==> src/rtl/lut_cell_pkg.sv <==
`timescale 1ns/1ps
package lut_cell_pkg;

    localparam int LUT_K     = 4;
    localparam int LUT_DEPTH = 1 << LUT_K;

    typedef enum logic [1:0] {
        OP_HOLD  = 2'd0,
        OP_ZERO  = 2'd1,
        OP_CHAIN = 2'd2,
        OP_DATA  = 2'd3
    } ff_op_e;

    typedef enum logic {
        PATH_COMB = 1'b0,
        PATH_REG  = 1'b1
    } path_e;

    typedef struct packed {
        logic ce;
        logic sclr;
        logic sload;
    } ff_ctl_t;

    function automatic logic majority(input logic x, input logic y, input logic z);
        return (x & y) | (x & z) | (y & z);
    endfunction

    // Priority after the asynchronous clear: unconfigured, enable, clear, load, data
    function automatic ff_op_e pick_op(input ff_ctl_t c, input logic live);
        if (!live)        return OP_ZERO;
        else if (!c.ce)   return OP_HOLD;
        else if (c.sclr)  return OP_ZERO;
        else if (c.sload) return OP_CHAIN;
        else              return OP_DATA;
    endfunction

endpackage

==> src/rtl/lut_cfg_store.sv <==
`timescale 1ns/1ps
module lut_cfg_store #(
    parameter int K = lut_cell_pkg::LUT_K
) (
    input  logic         clk,
    input  logic         rst,
    input  logic         cfg_en,
    input  logic         cfg_bit,
    input  logic [K-1:0] addr,
    output logic         lut_q,
    output logic         done
);
    localparam int DEPTH = 1 << K;
    localparam int CW    = $clog2(DEPTH) + 1;

    logic [DEPTH-1:0] mem;
    logic [CW-1:0]    cnt;

    always_ff @(posedge clk) begin
        if (rst) begin
            mem  <= '0;
            cnt  <= '0;
            done <= 1'b0;
        end else if (cfg_en && !done) begin
            mem <= {mem[DEPTH-2:0], cfg_bit};
            cnt <= cnt + 1'b1;
            if (cnt == CW'(DEPTH - 1)) begin
                done <= 1'b1;
            end
        end
    end

    assign lut_q = mem[addr];

endmodule

==> src/rtl/lut_carry_logic.sv <==
`timescale 1ns/1ps
module lut_carry_logic #(
    parameter int K       = lut_cell_pkg::LUT_K,
    parameter int CIN_POS = 2
) (
    input  logic [K-1:0] sel,
    input  logic         carry_in,
    input  logic         arith,
    output logic [K-1:0] addr,
    output logic         carry_raw
);
    import lut_cell_pkg::*;

    for (genvar i = 0; i < K; i++) begin : g_addr
        if (i == CIN_POS) begin : g_cin
            assign addr[i] = arith ? carry_in : sel[i];
        end else begin : g_pass
            assign addr[i] = sel[i];
        end
    end

    assign carry_raw = arith & majority(sel[0], sel[1], carry_in);

endmodule

==> src/rtl/lut_ff_ctrl.sv <==
`timescale 1ns/1ps
module lut_ff_ctrl
    import lut_cell_pkg::*;
(
    input  logic    clk,
    input  logic    rst,
    input  logic    aclr,
    input  logic    live,
    input  ff_ctl_t ctl,
    input  logic    d_in,
    input  logic    chain_in,
    output logic    q
);
    ff_op_e op;

    always_comb begin
        op = pick_op(ctl, live);
    end

    always_ff @(posedge clk or posedge aclr) begin
        if (aclr) begin
            q <= 1'b0;
        end else if (rst) begin
            q <= 1'b0;
        end else begin
            case (op)
                OP_HOLD:  q <= q;
                OP_ZERO:  q <= 1'b0;
                OP_CHAIN: q <= chain_in;
                OP_DATA:  q <= d_in;
                default:  q <= 1'b0;
            endcase
        end
    end

endmodule

==> src/rtl/lut_cell.sv <==
`timescale 1ns/1ps
module lut_cell
    import lut_cell_pkg::*;
#(
    parameter int K = LUT_K
) (
    input  logic         clk,
    input  logic         rst,
    input  logic         cfg_en,
    input  logic         cfg_bit,
    input  logic [K-1:0] lut_in,
    input  logic         arith_mode,
    input  logic         out_reg,
    input  logic         ce,
    input  logic         aclr,
    input  logic         sclr,
    input  logic         sload,
    input  logic         chain_in,
    input  logic         carry_in,
    output logic         out,
    output logic         chain_out,
    output logic         carry_out
);
    logic [K-1:0] lut_addr;
    logic         carry_raw;
    logic         lut_q;
    logic         cfg_done;
    logic         ff_q;
    ff_ctl_t      ctl;
    path_e        path;

    lut_carry_logic #(.K(K), .CIN_POS(2)) u_carry (
        .sel       (lut_in),
        .carry_in  (carry_in),
        .arith     (arith_mode),
        .addr      (lut_addr),
        .carry_raw (carry_raw)
    );

    lut_cfg_store #(.K(K)) u_store (
        .clk     (clk),
        .rst     (rst),
        .cfg_en  (cfg_en),
        .cfg_bit (cfg_bit),
        .addr    (lut_addr),
        .lut_q   (lut_q),
        .done    (cfg_done)
    );

    assign ctl = '{ce: ce, sclr: sclr, sload: sload};

    lut_ff_ctrl u_ff (
        .clk      (clk),
        .rst      (rst),
        .aclr     (aclr),
        .live     (cfg_done),
        .ctl      (ctl),
        .d_in     (lut_q),
        .chain_in (chain_in),
        .q        (ff_q)
    );

    assign path      = out_reg ? PATH_REG : PATH_COMB;
    assign out       = cfg_done & ((path == PATH_REG) ? ff_q : lut_q);
    assign chain_out = ff_q;
    assign carry_out = cfg_done & carry_raw;

endmodule

==> config.mk <==
export PLATFORM = sky130hd
export DESIGN_NAME = lut_cell
export DESIGN_NICKNAME = d
export VERILOG_FILES = /design/src/rtl/lut_cell_pkg.sv /design/src/rtl/lut_cfg_store.sv /design/src/rtl/lut_carry_logic.sv /design/src/rtl/lut_ff_ctrl.sv /design/src/rtl/lut_cell.sv
export SDC_FILE = /design/constraint.sdc
export NUM_CORES = 1
export LEC_CHECK = 0
export ABC_AREA = 1
export BUFFER_PORTS_ARGS = -buffer_cell sky130_fd_sc_hd__buf_2
export CAP_MARGIN = 20
export CELL_PAD_IN_SITES_DETAIL_PLACEMENT = 2
export CELL_PAD_IN_SITES_GLOBAL_PLACEMENT = 2
export CORE_MARGIN = 1.5
export CORE_UTILIZATION = 30
export DETAILED_ROUTE_END_ITERATION = 10
export GPL_TIMING_DRIVEN = 0
export PLACE_DENSITY_LB_ADDON = 0.05
export REMOVE_ABC_BUFFERS = 1
export SYNTH_ARGS = -nofsm -noshare
export SYNTH_HDL_FRONTEND = slang
export SYNTH_SLANG_ARGS = --single-unit
==> constraint.sdc <==
create_clock -name clk -period 1.75 [get_ports clk]
set_clock_uncertainty 0.05 [all_clocks]
set_input_delay 0.4375 -clock clk [delete_from_list [all_inputs] [get_ports clk]]
set_output_delay 0.4375 -clock clk [all_outputs]
set_load 0.005 [all_outputs]
==> report_table.html, run 1 <==
<table>
<tr><th>Metric</th><th>Value</th></tr>
<tr><th colspan="2">Drt</th></tr>
<tr><td>Via density</td><td>4.83</td></tr>
<tr><td>Drt first-iter violations</td><td>14</td></tr>
<tr><td>Detailed-route wire length per cell</td><td>roughly 13 µm</td></tr>
<tr><td>Final antenna-violating net count</td><td>0</td></tr>
<tr><td>Final Routed Wirelength</td><td>3110 µm</td></tr>
<tr><td>Detailed-router iteration count before antenna repair</td><td>4</td></tr>
<tr><td>Number of remaining DRC errors</td><td>0</td></tr>
<tr><td>Vias</td><td>1141</td></tr>
<tr><th colspan="2">Floorplan</th></tr>
<tr><td>Total die area</td><td>approximately 0.0043 mm²</td></tr>
<tr><td>Number of placement rows</td><td>22</td></tr>
<tr><td>Count of pins on the block boundary</td><td>19</td></tr>
<tr><td>Starting density of the core</td><td>0.316</td></tr>
<tr><td>Total core area</td><td>approximately 0.0037 mm²</td></tr>
<tr><td>Die extent in y</td><td>65.6 µm</td></tr>
<tr><td>Die W</td><td>around 66 µm</td></tr>
<tr><th colspan="2">STA</th></tr>
<tr><td>Achievable Freq</td><td>roughly 550 MHz</td></tr>
<tr><td>Final setup violation count</td><td>1</td></tr>
<tr><td>Transition at the pin with the smallest max-transition slack</td><td>approximately 530 ps</td></tr>
<tr><td>Final Hold Fails</td><td>0</td></tr>
<tr><td>Clock period minus final worst setup slack</td><td>about 1800 ps</td></tr>
<tr><td>Setup repair after global routing missed its margin</td><td>true</td></tr>
<tr><td>Slew headroom</td><td>0.646</td></tr>
<tr><td>Ratio of final minimum period to clock period</td><td>1.04</td></tr>
<tr><td>Worst path setup slack after routing</td><td>-63.7 ps</td></tr>
<tr><td>Pins Over Slew Limit</td><td>0</td></tr>
<tr><th colspan="2">Synth</th></tr>
<tr><td>Number of warnings issued by yosys</td><td>0</td></tr>
<tr><td>Summed instance area of the synthesized netlist</td><td>between 0.001 and 0.0015 mm²</td></tr>
<tr><td>Synthesized area per cell</td><td>just over 7 µm²</td></tr>
<tr><td>Number of different library cells in the post-synthesis netlist</td><td>21</td></tr>
<tr><td>Arithmetic-cell share of the synthesized area counting full adders, half adders and majority gates</td><td>0.0213</td></tr>
<tr><td>Complex-gate fraction of the synthesized area</td><td>0.152</td></tr>
<tr><td>Main combinational cell family by area after synthesis</td><td>simple AND/OR/NAND/NOR gates</td></tr>
<tr><td>Fraction of the yosys area taken by sequential cells</td><td>0.396</td></tr>
<tr><td>Mux contribution to synthesized area</td><td>0</td></tr>
<tr><td>Synthesized netlist cell count</td><td>166</td></tr>
<tr><td>Simple-gate share of the synthesized area</td><td>0.282</td></tr>
<tr><td>Synth Register Bits</td><td>23</td></tr>
<tr><td>XOR/XNOR share of the synthesized area</td><td>0</td></tr>
<tr><th colspan="2">Power and ir drop</th></tr>
<tr><td>Power density over the cells</td><td>766 mW/mm²</td></tr>
<tr><td>Cell leakage power</td><td>about 0.66 nW</td></tr>
<tr><td>VDD IR max</td><td>between 200 and 300 µV</td></tr>
<tr><td>Power consumption</td><td>between 1 and 1.5 mW</td></tr>
<tr><th colspan="2">Layout</th></tr>
<tr><td>Net total in the final layout</td><td>a little over 200</td></tr>
<tr><td>Final core utilization</td><td>0.385</td></tr>
<tr><td>Fraction of layout cells with a size suffix above 1</td><td>0.293</td></tr>
<tr><td>Post-route design area</td><td>approximately 0.0014 mm²</td></tr>
<tr><td>Ant. Diodes</td><td>0</td></tr>
<tr><td>Synthesis-to-finish area growth</td><td>21.6%</td></tr>
<tr><th colspan="2">Place</th></tr>
<tr><td>Cell area after placement</td><td>roughly 0.0013 mm²</td></tr>
<tr><td>HPWL Detailed</td><td>between 2000 and 2500 µm</td></tr>
<tr><td>Gpl congestion</td><td>around 0.69</td></tr>
<tr><td>Setup Slack @ Placement</td><td>-459 ps</td></tr>
<tr><td>I/O Buffers</td><td>18</td></tr>
<tr><th colspan="2">Clock tree</th></tr>
<tr><td>Number of clock sinks</td><td>23</td></tr>
<tr><td>TritonCTS buffer count</td><td>3</td></tr>
<tr><td>Clock network latency to the later pin of the worst-skew pair</td><td>roughly 260 ps</td></tr>
<tr><td>Cell at the root of the clock tree</td><td>sky130_fd_sc_hd__clkbuf_8</td></tr>
<tr><td>Worst-case clock buffer depth</td><td>2</td></tr>
<tr><td>CTS tree</td><td>yes</td></tr>
<tr><td>H-Tree Depth</td><td>1</td></tr>
<tr><td>Clock-pin transition on the worst setup and hold timing paths</td><td>roughly 80 ps</td></tr>
<tr><th colspan="2">Global routing</th></tr>
<tr><td>Pin count of the biggest net entering global routing</td><td>30</td></tr>
<tr><td>Global-route wire length before repair</td><td>around 5400 µm</td></tr>
<tr><td>GRT overflow</td><td>0</td></tr>
<tr><td>GRT Overall Usage</td><td>0.164</td></tr>
<tr><td>Via count of the first global-routing pass</td><td>between 1000 and 1500</td></tr>
<tr><td>Antenna violations before repair</td><td>0</td></tr>
<tr><th colspan="2">Setup path</th></tr>
<tr><td>Cell-by-cell trace of the critical path</td><td>nor2_1 -&gt; nor2_1 -&gt; nand2_1 -&gt; nand3_1 -&gt; nand3_2 -&gt; nand3_2 -&gt; nand2_1 -&gt; inv_1 -&gt; buf_2</td></tr>
<tr><td>Crit-path max cell delay</td><td>~340 ps</td></tr>
<tr><td>Worst-path cell with the longest stage delay</td><td>sky130_fd_sc_hd__dfxtp_2</td></tr>
<tr><td>Type of the worst setup path</td><td>reg2out</td></tr>
<tr><td>Critical path endpoint category</td><td>primary output</td></tr>
<tr><td>CP top delay family</td><td>simple AND/OR/NAND/NOR gates</td></tr>
<tr><td>Critical path origin</td><td>u_store.mem[8]</td></tr>
<tr><td>Count of buffering cells on the critical path with inverters included</td><td>2</td></tr>
<tr><td>Maximum fanout count along the critical path</td><td>3</td></tr>
<tr><td>Kind of start point of the critical path</td><td>register</td></tr>
<tr><td>Worst EP arrival</td><td>approximately 1300 ps</td></tr>
<tr><td>Endpoint required time on the critical path</td><td>1260 ps</td></tr>
<tr><td>R2r startpoint</td><td>u_store.done</td></tr>
<tr><th colspan="2">Run</th></tr>
<tr><td>Max-capacitance violation count</td><td>0</td></tr>
<tr><th colspan="2">Status</th></tr>
<tr><td>Failing checks</td><td>setup timing</td></tr>
<tr><td>Run status</td><td>finished, violations left</td></tr>
<tr><th colspan="2">Min path</th></tr>
<tr><td>Hold crit path type</td><td>in2reg</td></tr>
<tr><td>Hold path startpoint</td><td>cfg_bit</td></tr>
</table>
state kept, by name, summed over array words and instances (netlist names):
signal and flops:
u_store.mem 16, u_ff.q 1, u_store.done 1, u_store.cnt 5
per-stage QoR:
stage                     hold WS [ps]  TNS (ps)  instances
final                              365     -63.7        236
after detailed placement           225     -3780        224
after CTS                          359     -61.4        236
after floorplan                    116         0        158
after global placement             220     -3000        224
after global routing               376      -562        236
final cells by class:
type,count,area [µm²]
clock buffer,4,45.0
fill,481,2290
inverter,29,109
multi-input combinational,106,576
sequential,23,474
tap,48,60.1
timing repair buffer,26,165
cells by family (layout without fill, tap and decap cells):
kind of cell / Yosys count / count (layout)
fa+ha+maj: 2 / 2
buf+inv: 37 / 59
flops: 23 / 23
simple gates: 78 / 78
compound gates: 26 / 26
layer usage:
layer / wire length (µm) / vias to the layer above / GRT usage
li1: - / 573 / -
met1: 1410 / 550 / 0.191
met2: 1580 / 13 / 0.304
met3: 65 / 5 / 0.0257
met4: 48 / 0 / 0.0521
met5: 0 / - / 0
cells in the mapped netlist (all sizes together):
cell,number,area (µm²)
o211ai,1,7.51
buf,6,57.6
a211oi,17,128
ha,2,25.0
nor2,34,135
a21oi,5,25.0
o21ai,3,18.8
dfxtp,22,440
dfrtp,1,25.0
nand3,13,65.1
nand2,27,101
nor3,2,10.0
nor3b,1,12.5
clkbuf,2,7.51
nand3b,1,7.51
inv,29,109
timing repair:
action                                  CTS  global route
setup buffers                             7             2
gates resized for setup                  14            12
endpoints found under the setup margin   10            10
pin swaps                                 6             7
hold endpoints to repair                  1             0
hold buffers                              1             0
worst paths after layout:
| check | end | slack, ps | depth (start not counted) |
|---|---|---|---|
| setup / recovery | out | -60 | 9 |
| setup reg to reg | u_store.cnt[0] | 130 | 5 |
| max in group asynchronous | u_ff.q | 1080 | 3 |
| hold / removal | u_store.mem[0] | 360 | 3 |
| hold reg to reg | u_store.mem[14] | 430 | 2 |
| min in group asynchronous | u_ff.q | 490 | 3 |
cells in the final DEF, fill, tap and decap left out:
cell type	synthesis	final
sky130_fd_sc_hd__nand3b_1	1	1
sky130_fd_sc_hd__nand3_2	0	5
sky130_fd_sc_hd__nand3_1	13	8
sky130_fd_sc_hd__o21ai_0	2	2
sky130_fd_sc_hd__dfrtp_1	1	1
sky130_fd_sc_hd__nor2_1	31	30
sky130_fd_sc_hd__dlygate4sd3_1	0	1
sky130_fd_sc_hd__clkbuf_8	0	3
sky130_fd_sc_hd__dfxtp_2	0	7
sky130_fd_sc_hd__nor3b_2	1	1
sky130_fd_sc_hd__nand2_2	0	2
sky130_fd_sc_hd__nor3_1	2	2
sky130_fd_sc_hd__buf_6	4	2
sky130_fd_sc_hd__buf_2	1	16
sky130_fd_sc_hd__dfxtp_1	22	15
sky130_fd_sc_hd__nand2_1	27	25
sky130_fd_sc_hd__inv_2	1	7
sky130_fd_sc_hd__inv_1	28	22
sky130_fd_sc_hd__o21ai_4	0	1
sky130_fd_sc_hd__nor2_2	3	4
sky130_fd_sc_hd__o211ai_1	1	1
sky130_fd_sc_hd__a21oi_1	5	5
sky130_fd_sc_hd__clkbuf_1	2	1
sky130_fd_sc_hd__a211oi_1	17	17
sky130_fd_sc_hd__buf_4	1	7
sky130_fd_sc_hd__ha_1	2	2
worst min-delay path, stage by stage:
cell and delay [ps]:
sky130_fd_sc_hd__buf_2 100, sky130_fd_sc_hd__nand2_1 60, sky130_fd_sc_hd__a21oi_1 50
report_power, final:
part | internal (mW) | switching (mW) | leakage, nW
clock | 0.163 | 0.172 | 0.0228
sequential | 0.555 | 0.0172 | 0.198
combinational | 0.0797 | 0.108 | 0.439
total | 0.797 | 0.298 | 0.659
Note: power is estimated with default switching activity, not from simulation.
==> inputs of run 2 (changes only) <==
--- a/config.mk
+++ b/config.mk
@@ -11,11 +11,12 @@
 export CELL_PAD_IN_SITES_DETAIL_PLACEMENT = 2
 export CELL_PAD_IN_SITES_GLOBAL_PLACEMENT = 2
 export CORE_MARGIN = 1.5
-export CORE_UTILIZATION = 30
+export CORE_UTILIZATION = 32
 export DETAILED_ROUTE_END_ITERATION = 10
 export GPL_TIMING_DRIVEN = 0
 export PLACE_DENSITY_LB_ADDON = 0.05
 export REMOVE_ABC_BUFFERS = 1
 export SYNTH_ARGS = -nofsm -noshare
 export SYNTH_HDL_FRONTEND = slang
+export SYNTH_HIERARCHICAL = 1
 export SYNTH_SLANG_ARGS = --single-unit
==> report_table.html, run 2 <==
<table>
<tr><th>Metric</th><th>Value</th></tr>
<tr><th colspan="2">Setup path</th></tr>
<tr><td>CP top delay family</td><td>simple AND/OR/NAND/NOR gates</td></tr>
<tr><td>Type of the worst setup path</td><td>in2out</td></tr>
<tr><td>Slack of the worst reg-to-reg path</td><td>approximately 260 ps</td></tr>
<tr><td>Endpoint required time on the critical path</td><td>approximately 1300 ps</td></tr>
<tr><td>Cell-by-cell trace of the critical path</td><td>buf_2 -&gt; inv_2 -&gt; nand3_1 -&gt; nand3_1 -&gt; nand3_2 -&gt; nand2_2 -&gt; nor2_2 -&gt; nor2_2 -&gt; buf_2</td></tr>
<tr><td>Crit-path max cell delay</td><td>roughly 180 ps</td></tr>
<tr><td>Count of buffering cells on the critical path with inverters included</td><td>3</td></tr>
<tr><td>Worst-path cell with the longest stage delay</td><td>sky130_fd_sc_hd__buf_2</td></tr>
<tr><td>Kind of start point of the critical path</td><td>input pin</td></tr>
<tr><td>Critical path origin</td><td>lut_in[1]</td></tr>
<tr><td>Critical path endpoint category</td><td>primary output</td></tr>
<tr><td>FF-to-FF path depth</td><td>5</td></tr>
<tr><td>Reg2Reg Capture Point</td><td>u_store/cnt[4]</td></tr>
<tr><td>Maximum fanout count along the critical path</td><td>7</td></tr>
<tr><td>R2r startpoint</td><td>u_store/cnt[0]</td></tr>
<tr><td>Worst EP arrival</td><td>around 1300 ps</td></tr>
<tr><th colspan="2">Drt</th></tr>
<tr><td>Drt first-iter violations</td><td>14</td></tr>
<tr><td>Final antenna-violating net count</td><td>0</td></tr>
<tr><td>Via density</td><td>4.81</td></tr>
<tr><td>Detailed-route wire length per cell</td><td>approximately 14 µm</td></tr>
<tr><td>Final Routed Wirelength</td><td>3160 µm</td></tr>
<tr><td>Vias</td><td>1112</td></tr>
<tr><td>Number of remaining DRC errors</td><td>0</td></tr>
<tr><td>Detailed-router iteration count before antenna repair</td><td>4</td></tr>
<tr><th colspan="2">Layout</th></tr>
<tr><td>Ant. Diodes</td><td>0</td></tr>
<tr><td>Post-route design area</td><td>0.00152 mm²</td></tr>
<tr><td>Most common library cell in the layout ignoring fill and taps</td><td>sky130_fd_sc_hd__nand2_1</td></tr>
<tr><td>Fraction of layout cells with a size suffix above 1</td><td>0.492</td></tr>
<tr><td>Largest register FFs</td><td>16</td></tr>
<tr><td>Commonest cells after routing, fill and taps aside</td><td>sky130_fd_sc_hd__nand2_1 (23), sky130_fd_sc_hd__nor2_1 (22), sky130_fd_sc_hd__inv_1 (17)</td></tr>
<tr><td>Registers with the highest flip-flop counts</td><td>u_store/mem x16, u_store/cnt x5</td></tr>
<tr><td>Register with the most flip-flops</td><td>u_store/mem</td></tr>
<tr><td>Net total in the final layout</td><td>202</td></tr>
<tr><td>Synthesis-to-finish area growth</td><td>20.1%</td></tr>
<tr><th colspan="2">Synth</th></tr>
<tr><td>Cell with the most instances after synthesis</td><td>sky130_fd_sc_hd__inv_1</td></tr>
<tr><td>Synthesized area per cell</td><td>roughly 7.6 µm²</td></tr>
<tr><td>Portion of synthesized cell area occupied by the leading cell type</td><td>0.347</td></tr>
<tr><td>Synth Register Bits</td><td>23</td></tr>
<tr><td>Summed instance area of the synthesized netlist</td><td>~0.0013 mm²</td></tr>
<tr><td>Synthesized netlist cell count</td><td>~170</td></tr>
<tr><td>Number of different library cells in the post-synthesis netlist</td><td>23</td></tr>
<tr><td>Fraction of the yosys area taken by sequential cells</td><td>0.367</td></tr>
<tr><td>Leading cell types by count after synthesis</td><td>sky130_fd_sc_hd__inv_1 (32), sky130_fd_sc_hd__nand2_1 (26), sky130_fd_sc_hd__nor2_1 (23)</td></tr>
<tr><td>Top flip-flop cell by instance count after synthesis</td><td>sky130_fd_sc_hd__dfxtp_1</td></tr>
<tr><td>Share of flip-flops with an asynchronous set or reset after synthesis</td><td>0.0435</td></tr>
<tr><td>Number of warnings issued by yosys</td><td>6</td></tr>
<tr><td>Cells taking the most area after synthesis</td><td>sky130_fd_sc_hd__dfxtp_1 (35%), sky130_fd_sc_hd__a211oi_2 (14%), sky130_fd_sc_hd__inv_1 (9.5%)</td></tr>
<tr><td>Number of synthesized flops with an enable pin</td><td>0</td></tr>
<tr><td>Dominant cell type by area after synthesis</td><td>sky130_fd_sc_hd__dfxtp_1</td></tr>
<tr><th colspan="2">Place</th></tr>
<tr><td>Cell area after placement</td><td>roughly 0.0013 mm²</td></tr>
<tr><td>I/O Buffers</td><td>18</td></tr>
<tr><td>HPWL Detailed</td><td>about 2200 µm</td></tr>
<tr><td>Gpl congestion</td><td>between 0.7 and 0.8</td></tr>
<tr><th colspan="2">Floorplan</th></tr>
<tr><td>Starting density of the core</td><td>0.339</td></tr>
<tr><td>Count of pins on the block boundary</td><td>19</td></tr>
<tr><td>Die W</td><td>66.0 µm</td></tr>
<tr><td>Total die area</td><td>0.00435 mm²</td></tr>
<tr><td>Number of placement rows</td><td>22</td></tr>
<tr><td>Total core area</td><td>between 0.003 and 0.004 mm²</td></tr>
<tr><td>Die extent in y</td><td>~66 µm</td></tr>
<tr><th colspan="2">STA</th></tr>
<tr><td>Post-route worst hold slack</td><td>about 300 ps</td></tr>
<tr><td>Achievable Freq</td><td>between 500 and 600 MHz</td></tr>
<tr><td>Clock period minus final worst setup slack</td><td>between 1500 and 2000 ps</td></tr>
<tr><td>Transition at the pin with the smallest max-transition slack</td><td>between 500 and 600 ps</td></tr>
<tr><td>Final setup violation count</td><td>1</td></tr>
<tr><td>Ratio of final minimum period to clock period</td><td>1.04</td></tr>
<tr><td>Pins Over Slew Limit</td><td>0</td></tr>
<tr><td>Final Hold Fails</td><td>0</td></tr>
<tr><td>Setup repair after global routing missed its margin</td><td>true</td></tr>
<tr><td>Slew headroom</td><td>0.606</td></tr>
<tr><td>Worst path setup slack after routing</td><td>-65.3 ps</td></tr>
<tr><th colspan="2">Clock tree</th></tr>
<tr><td>TritonCTS buffer count</td><td>3</td></tr>
<tr><td>Cell at the root of the clock tree</td><td>sky130_fd_sc_hd__clkbuf_8</td></tr>
<tr><td>H-Tree Depth</td><td>1</td></tr>
<tr><td>CTS tree</td><td>yes</td></tr>
<tr><td>Number of clock sinks</td><td>23</td></tr>
<tr><td>Worst-case clock buffer depth</td><td>2</td></tr>
<tr><td>Clock-pin transition on the worst setup and hold timing paths</td><td>around 90 ps</td></tr>
<tr><td>Clock network latency to the later pin of the worst-skew pair</td><td>roughly 260 ps</td></tr>
<tr><th colspan="2">Status</th></tr>
<tr><td>Run status</td><td>finished, violations left</td></tr>
<tr><td>Failing checks</td><td>setup timing</td></tr>
<tr><th colspan="2">Power and ir drop</th></tr>
<tr><td>VDD IR max</td><td>between 600 and 700 µV</td></tr>
<tr><td>Power density over the cells</td><td>around 750 mW/mm²</td></tr>
<tr><td>Net switching share of the total power</td><td>0.295</td></tr>
<tr><td>Flop pwr share</td><td>0.508</td></tr>
<tr><td>Switching component of the power</td><td>roughly 340 µW</td></tr>
<tr><td>Internal power</td><td>~800 µW</td></tr>
<tr><td>Clk pwr share</td><td>0.299</td></tr>
<tr><td>Cell leakage power</td><td>0.657 nW</td></tr>
<tr><td>Logic pwr share</td><td>0.193</td></tr>
<tr><th colspan="2">Min path</th></tr>
<tr><td>Hold path startpoint</td><td>ce</td></tr>
<tr><td>Worst Hold Depth</td><td>2</td></tr>
<tr><td>Hold crit path type</td><td>in2reg</td></tr>
<tr><td>Worst-case hold path end point</td><td>u_ff/q</td></tr>
<tr><th colspan="2">Global routing</th></tr>
<tr><td>Global-route wire length before repair</td><td>between 5000 and 6000 µm</td></tr>
<tr><td>Via count of the first global-routing pass</td><td>around 1200</td></tr>
<tr><td>Pin count of the biggest net entering global routing</td><td>35</td></tr>
<tr><td>Antenna violations before repair</td><td>0</td></tr>
<tr><td>GRT Overall Usage</td><td>0.153</td></tr>
<tr><td>GRT overflow</td><td>0</td></tr>
<tr><th colspan="2">Run</th></tr>
<tr><td>Max-capacitance violation count</td><td>0</td></tr>
</table>
[run 2: changes by cell type in the layout (fill, tap and decap cells not counted), moves of 5 or more]
| cell | previous run | this run |
|---|---|---|
| sky130_fd_sc_hd__a211oi_1 | 17 | 3 |
| sky130_fd_sc_hd__a211oi_2 | 0 | 14 |
| sky130_fd_sc_hd__dfxtp_1 | 15 | 10 |
| sky130_fd_sc_hd__dfxtp_2 | 7 | 12 |
| sky130_fd_sc_hd__inv_1 | 22 | 17 |
| sky130_fd_sc_hd__inv_2 | 7 | 15 |
| sky130_fd_sc_hd__nand3_2 | 5 | 10 |
| sky130_fd_sc_hd__nor2_1 | 30 | 22 |
[run 2: repair_timing]
action                                  CTS  global route
pin swaps                                 6             8
resized for setup                        17            34
hold buffers                              1             0
endpoints found under the hold margin     1             0
gates cloned                              0             0
setup buffers                             1             2
endpoints found under the setup margin    1             1
[run 2: worst max-delay path by stage]
stage | to | cells after the start | slack [ps]
after floorplan | out | 8 | 130
after global routing | out | 9 | -150
after detailed placement | out | 9 | -350
after CTS | out | 9 | -80
after global placement | out | 9 | -330
final | out | 9 | -70
[run 2: stage by stage]
step	setup TNS [ps]	util	total power [mW]	setup WS [ps]	instances
2_1_floorplan	0	-	0.697	126	157
3_3_place_gp	-328	0.358	0.754	-328	223
3_5_place_dp	-359	0.358	0.768	-346	223
4_1_cts	-84.6	0.384	1.14	-84.6	229
5_1_grt	-154	0.407	1.22	-154	231
6_report	-65.3	0.407	1.14	-65.3	231
[run 2: layout make-up]
type	instances	area, µm²
sequential	23	480
tap	48	60.1
clock buffer	3	41.3
clock inverter	1	5.00
fill	456	2220
timing repair buffer	22	135
inverter	33	126
multi-input combinational	101	676
[run 2: cell families after synthesis]
family | Yosys count | share of synthesized area
adders and majority gates | 2 | 0.0197
DFF | 23 | 0.367
buffers and inverters | 42 | 0.159
and+or+nand+nor | 71 | 0.244
AOI/OAI and AO/OA | 27 | 0.198
xor gates and xnor gates | 1 | 0.0128
[run 2: worst reg2reg max path: stages, from the launching register on]
cell and delay (ps):
sky130_fd_sc_hd__dfxtp_1 410, sky130_fd_sc_hd__ha_1 200, sky130_fd_sc_hd__inv_1 60, sky130_fd_sc_hd__nor3_1 190, sky130_fd_sc_hd__ha_1 270, sky130_fd_sc_hd__a211oi_1 220
[run 2: power by group through the flow]
stage               Clock, mW  Combinational, mW  Sequential, mW
floorplan                   0              0.118           0.579
global placement            0              0.172           0.582
detailed placement          0              0.184           0.584
CTS                     0.365              0.201           0.573
global route            0.388              0.245           0.583
finish                  0.340              0.219           0.578
[run 2: routing by layer]
layer	GRT usage	up-vias	wire length, µm
met1	0.180	538	1390
met3	0.0358	2	120
li1	-	553	-
met2	0.287	19	1640
met5	0	-	0
met4	0.0230	0	18
==> inputs of run 3 (changes only) <==
--- a/config.mk
+++ b/config.mk
@@ -11,7 +11,8 @@
 export CELL_PAD_IN_SITES_DETAIL_PLACEMENT = 2
 export CELL_PAD_IN_SITES_GLOBAL_PLACEMENT = 2
 export CORE_MARGIN = 1.5
-export CORE_UTILIZATION = 32
+export CORE_UTILIZATION = 33
+export CTS_BUF_LIST = sky130_fd_sc_hd__clkbuf_8
 export DETAILED_ROUTE_END_ITERATION = 10
 export GPL_TIMING_DRIVEN = 0
 export PLACE_DENSITY_LB_ADDON = 0.05
==> report_table.html, run 3 (synthesized netlist as in run 2, its figures left out) <==
<table>
<tr><th>Metric</th><th>Value</th></tr>
<tr><th colspan="2">Drt</th></tr>
<tr><td>Final Routed Wirelength</td><td>about 3300 µm</td></tr>
<tr><td>Vias</td><td>1157</td></tr>
<tr><td>Detailed-router iteration count before antenna repair</td><td>4</td></tr>
<tr><td>Drt first-iter violations</td><td>30</td></tr>
<tr><td>Final antenna-violating net count</td><td>0</td></tr>
<tr><td>Detailed-route wire length per cell</td><td>approximately 14 µm</td></tr>
<tr><td>Number of remaining DRC errors</td><td>0</td></tr>
<tr><td>Via density</td><td>between 4 and 5</td></tr>
<tr><th colspan="2">Global routing</th></tr>
<tr><td>GRT Overall Usage</td><td>0.167</td></tr>
<tr><td>Pin count of the biggest net entering global routing</td><td>35</td></tr>
<tr><td>GRT overflow</td><td>0</td></tr>
<tr><td>Via count of the first global-routing pass</td><td>around 1300</td></tr>
<tr><td>Antenna violations before repair</td><td>0</td></tr>
<tr><td>Global-route wire length before repair</td><td>5430 µm</td></tr>
<tr><th colspan="2">STA</th></tr>
<tr><td>Final sum of negative setup slack</td><td>-26.5 ps</td></tr>
<tr><td>Final setup violation count</td><td>1</td></tr>
<tr><td>Achievable Freq</td><td>about 560 MHz</td></tr>
<tr><td>Clock period minus final worst setup slack</td><td>about 1800 ps</td></tr>
<tr><td>Slew headroom</td><td>0.613</td></tr>
<tr><td>Ratio of final minimum period to clock period</td><td>1.02</td></tr>
<tr><td>Final Hold Fails</td><td>0</td></tr>
<tr><td>Post-route worst hold slack</td><td>about 310 ps</td></tr>
<tr><td>Transition at the pin with the smallest max-transition slack</td><td>between 500 and 600 ps</td></tr>
<tr><td>Pins Over Slew Limit</td><td>0</td></tr>
<tr><td>Worst path setup slack after routing</td><td>-26.5 ps</td></tr>
<tr><td>Setup repair after global routing missed its margin</td><td>true</td></tr>
<tr><th colspan="2">Floorplan</th></tr>
<tr><td>Starting density of the core</td><td>0.344</td></tr>
<tr><td>Total core area</td><td>roughly 0.0037 mm²</td></tr>
<tr><td>Total die area</td><td>0.00423 mm²</td></tr>
<tr><td>Die extent in y</td><td>around 65 µm</td></tr>
<tr><td>Die W</td><td>65.0 µm</td></tr>
<tr><td>Count of pins on the block boundary</td><td>19</td></tr>
<tr><td>Number of placement rows</td><td>22</td></tr>
<tr><th colspan="2">Layout</th></tr>
<tr><td>Largest register FFs</td><td>16</td></tr>
<tr><td>Filler instances</td><td>about 450</td></tr>
<tr><td>Most common library cell in the layout ignoring fill and taps</td><td>sky130_fd_sc_hd__nor2_1</td></tr>
<tr><td>Synthesis-to-finish area growth</td><td>25.8%</td></tr>
<tr><td>Ant. Diodes</td><td>0</td></tr>
<tr><td>Commonest cells after routing, fill and taps aside</td><td>sky130_fd_sc_hd__nor2_1 (22), sky130_fd_sc_hd__nand2_1 (21), sky130_fd_sc_hd__inv_2 (17)</td></tr>
<tr><td>Fraction of layout cells with a size suffix above 1</td><td>0.542</td></tr>
<tr><td>Final core utilization</td><td>0.433</td></tr>
<tr><td>Register with the most flip-flops</td><td>u_store/mem</td></tr>
<tr><td>Registers with the highest flip-flop counts</td><td>u_store/mem x16, u_store/cnt x5</td></tr>
<tr><td>Post-route design area</td><td>between 0.0015 and 0.002 mm²</td></tr>
<tr><td>Net total in the final layout</td><td>~210</td></tr>
<tr><th colspan="2">Clock tree</th></tr>
<tr><td>Clock network latency to the later pin of the worst-skew pair</td><td>~270 ps</td></tr>
<tr><td>TritonCTS buffer count</td><td>3</td></tr>
<tr><td>H-Tree Depth</td><td>1</td></tr>
<tr><td>Clock-pin transition on the worst setup and hold timing paths</td><td>80 ps</td></tr>
<tr><td>Number of clock sinks</td><td>23</td></tr>
<tr><td>CTS tree</td><td>yes</td></tr>
<tr><td>Worst-case clock buffer depth</td><td>2</td></tr>
<tr><td>Cell at the root of the clock tree</td><td>sky130_fd_sc_hd__clkbuf_8</td></tr>
<tr><th colspan="2">Place</th></tr>
<tr><td>I/O Buffers</td><td>18</td></tr>
<tr><td>Cell area after placement</td><td>roughly 0.0013 mm²</td></tr>
<tr><td>HPWL Detailed</td><td>2110 µm</td></tr>
<tr><td>Gpl congestion</td><td>0.724</td></tr>
<tr><th colspan="2">Power and ir drop</th></tr>
<tr><td>Switching component of the power</td><td>337 µW</td></tr>
<tr><td>Cell leakage power</td><td>0.695 nW</td></tr>
<tr><td>Net switching share of the total power</td><td>0.292</td></tr>
<tr><td>Internal power</td><td>817 µW</td></tr>
<tr><td>Flop pwr share</td><td>0.501</td></tr>
<tr><td>Logic pwr share</td><td>0.207</td></tr>
<tr><td>Clk pwr share</td><td>0.292</td></tr>
<tr><td>VDD IR max</td><td>~280 µV</td></tr>
<tr><td>Power consumption</td><td>between 1 and 1.5 mW</td></tr>
<tr><td>Power density over the cells</td><td>between 700 and 800 mW/mm²</td></tr>
<tr><th colspan="2">Setup path</th></tr>
<tr><td>Critical path endpoint category</td><td>primary output</td></tr>
<tr><td>Maximum fanout count along the critical path</td><td>7</td></tr>
<tr><td>FF-to-FF path depth</td><td>5</td></tr>
<tr><td>Worst EP arrival</td><td>roughly 1300 ps</td></tr>
<tr><td>Type of the worst setup path</td><td>in2out</td></tr>
<tr><td>Endpoint required time on the critical path</td><td>1260 ps</td></tr>
<tr><td>Kind of start point of the critical path</td><td>input pin</td></tr>
<tr><th colspan="2">Status</th></tr>
<tr><td>Run status</td><td>finished, violations left</td></tr>
<tr><td>Failing checks</td><td>setup timing</td></tr>
<tr><th colspan="2">Min path</th></tr>
<tr><td>Worst Hold Depth</td><td>2</td></tr>
<tr><td>Hold crit path type</td><td>in2reg</td></tr>
<tr><th colspan="2">Run</th></tr>
<tr><td>Max-capacitance violation count</td><td>0</td></tr>
</table>
## run 3: changes by cell type in the layout (fill, tap and decap cells not counted), sizes merged
cell    before  now
buf         21   27
clkbuf       3    4
## run 3: final timing paths
path / from / end / slack, ps
max: lut_in[1] / out / -30
min: ce / u_ff/q / 310
max in group asynchronous: aclr / u_ff/q / 1080
max reg2reg: u_store/cnt[0] / u_store/cnt[4] / 230
min reg2reg: u_store/mem[15] / u_store/mem[15] / 410
min in group asynchronous: aclr / u_ff/q / 480
## run 3: metal layers
metal,global-route usage,vias up,share of wire
li1,-,574,-
met1,0.194,556,0.42
met2,0.305,22,0.52
met3,0.0243,5,0.040
met4,0.0638,0,0.015
met5,0,-,0
## run 3: worst max-delay path, stage by stage
cell and delay [ps]:
sky130_fd_sc_hd__clkbuf_4 160, sky130_fd_sc_hd__inv_2 120, sky130_fd_sc_hd__nand3_2 90, sky130_fd_sc_hd__nand3_2 90, sky130_fd_sc_hd__nand3_2 80, sky130_fd_sc_hd__nand2_2 90
sky130_fd_sc_hd__nor2_2 40, sky130_fd_sc_hd__nor2_2 80, sky130_fd_sc_hd__buf_2 110
## run 3: final cells by class
cell class	instances	area, µm²	area share
inverters	33	129	0.0807
well taps	48	60.1	0.0376
clock buffers	3	41.3	0.0259
flip-flops and latches	23	482	0.302
multi-input cells	101	686	0.429
clock inverters	1	5.00	0.00313
repair buffers	29	194	0.121
## run 3: timing repair
action	in CTS	in global routing
pin swaps	11	10
hold buffers	1	0
endpoints found under the hold margin	1	0
gates resized for setup	39	21
endpoints found under the setup margin	1	1
setup buffers	4	6
cloned	0	0
## run 3: power by group through the flow
stage          Clock [mW]  Sequential (mW)  Combinational, mW
2_1_floorplan           0            0.579              0.118
3_3_place_gp            0            0.582              0.172
3_5_place_dp            0            0.584              0.181
4_1_cts             0.358            0.577              0.212
5_1_grt             0.384            0.582              0.269
6_report            0.337            0.578              0.239
## run 3: stage by stage
step / cells / worst slack (ps)
final: 238 / -26.5
after global routing: 238 / -119
after CTS: 232 / -43.2
after detailed placement: 223 / -356
after global placement: 223 / -302
after floorplan: 157 / 126
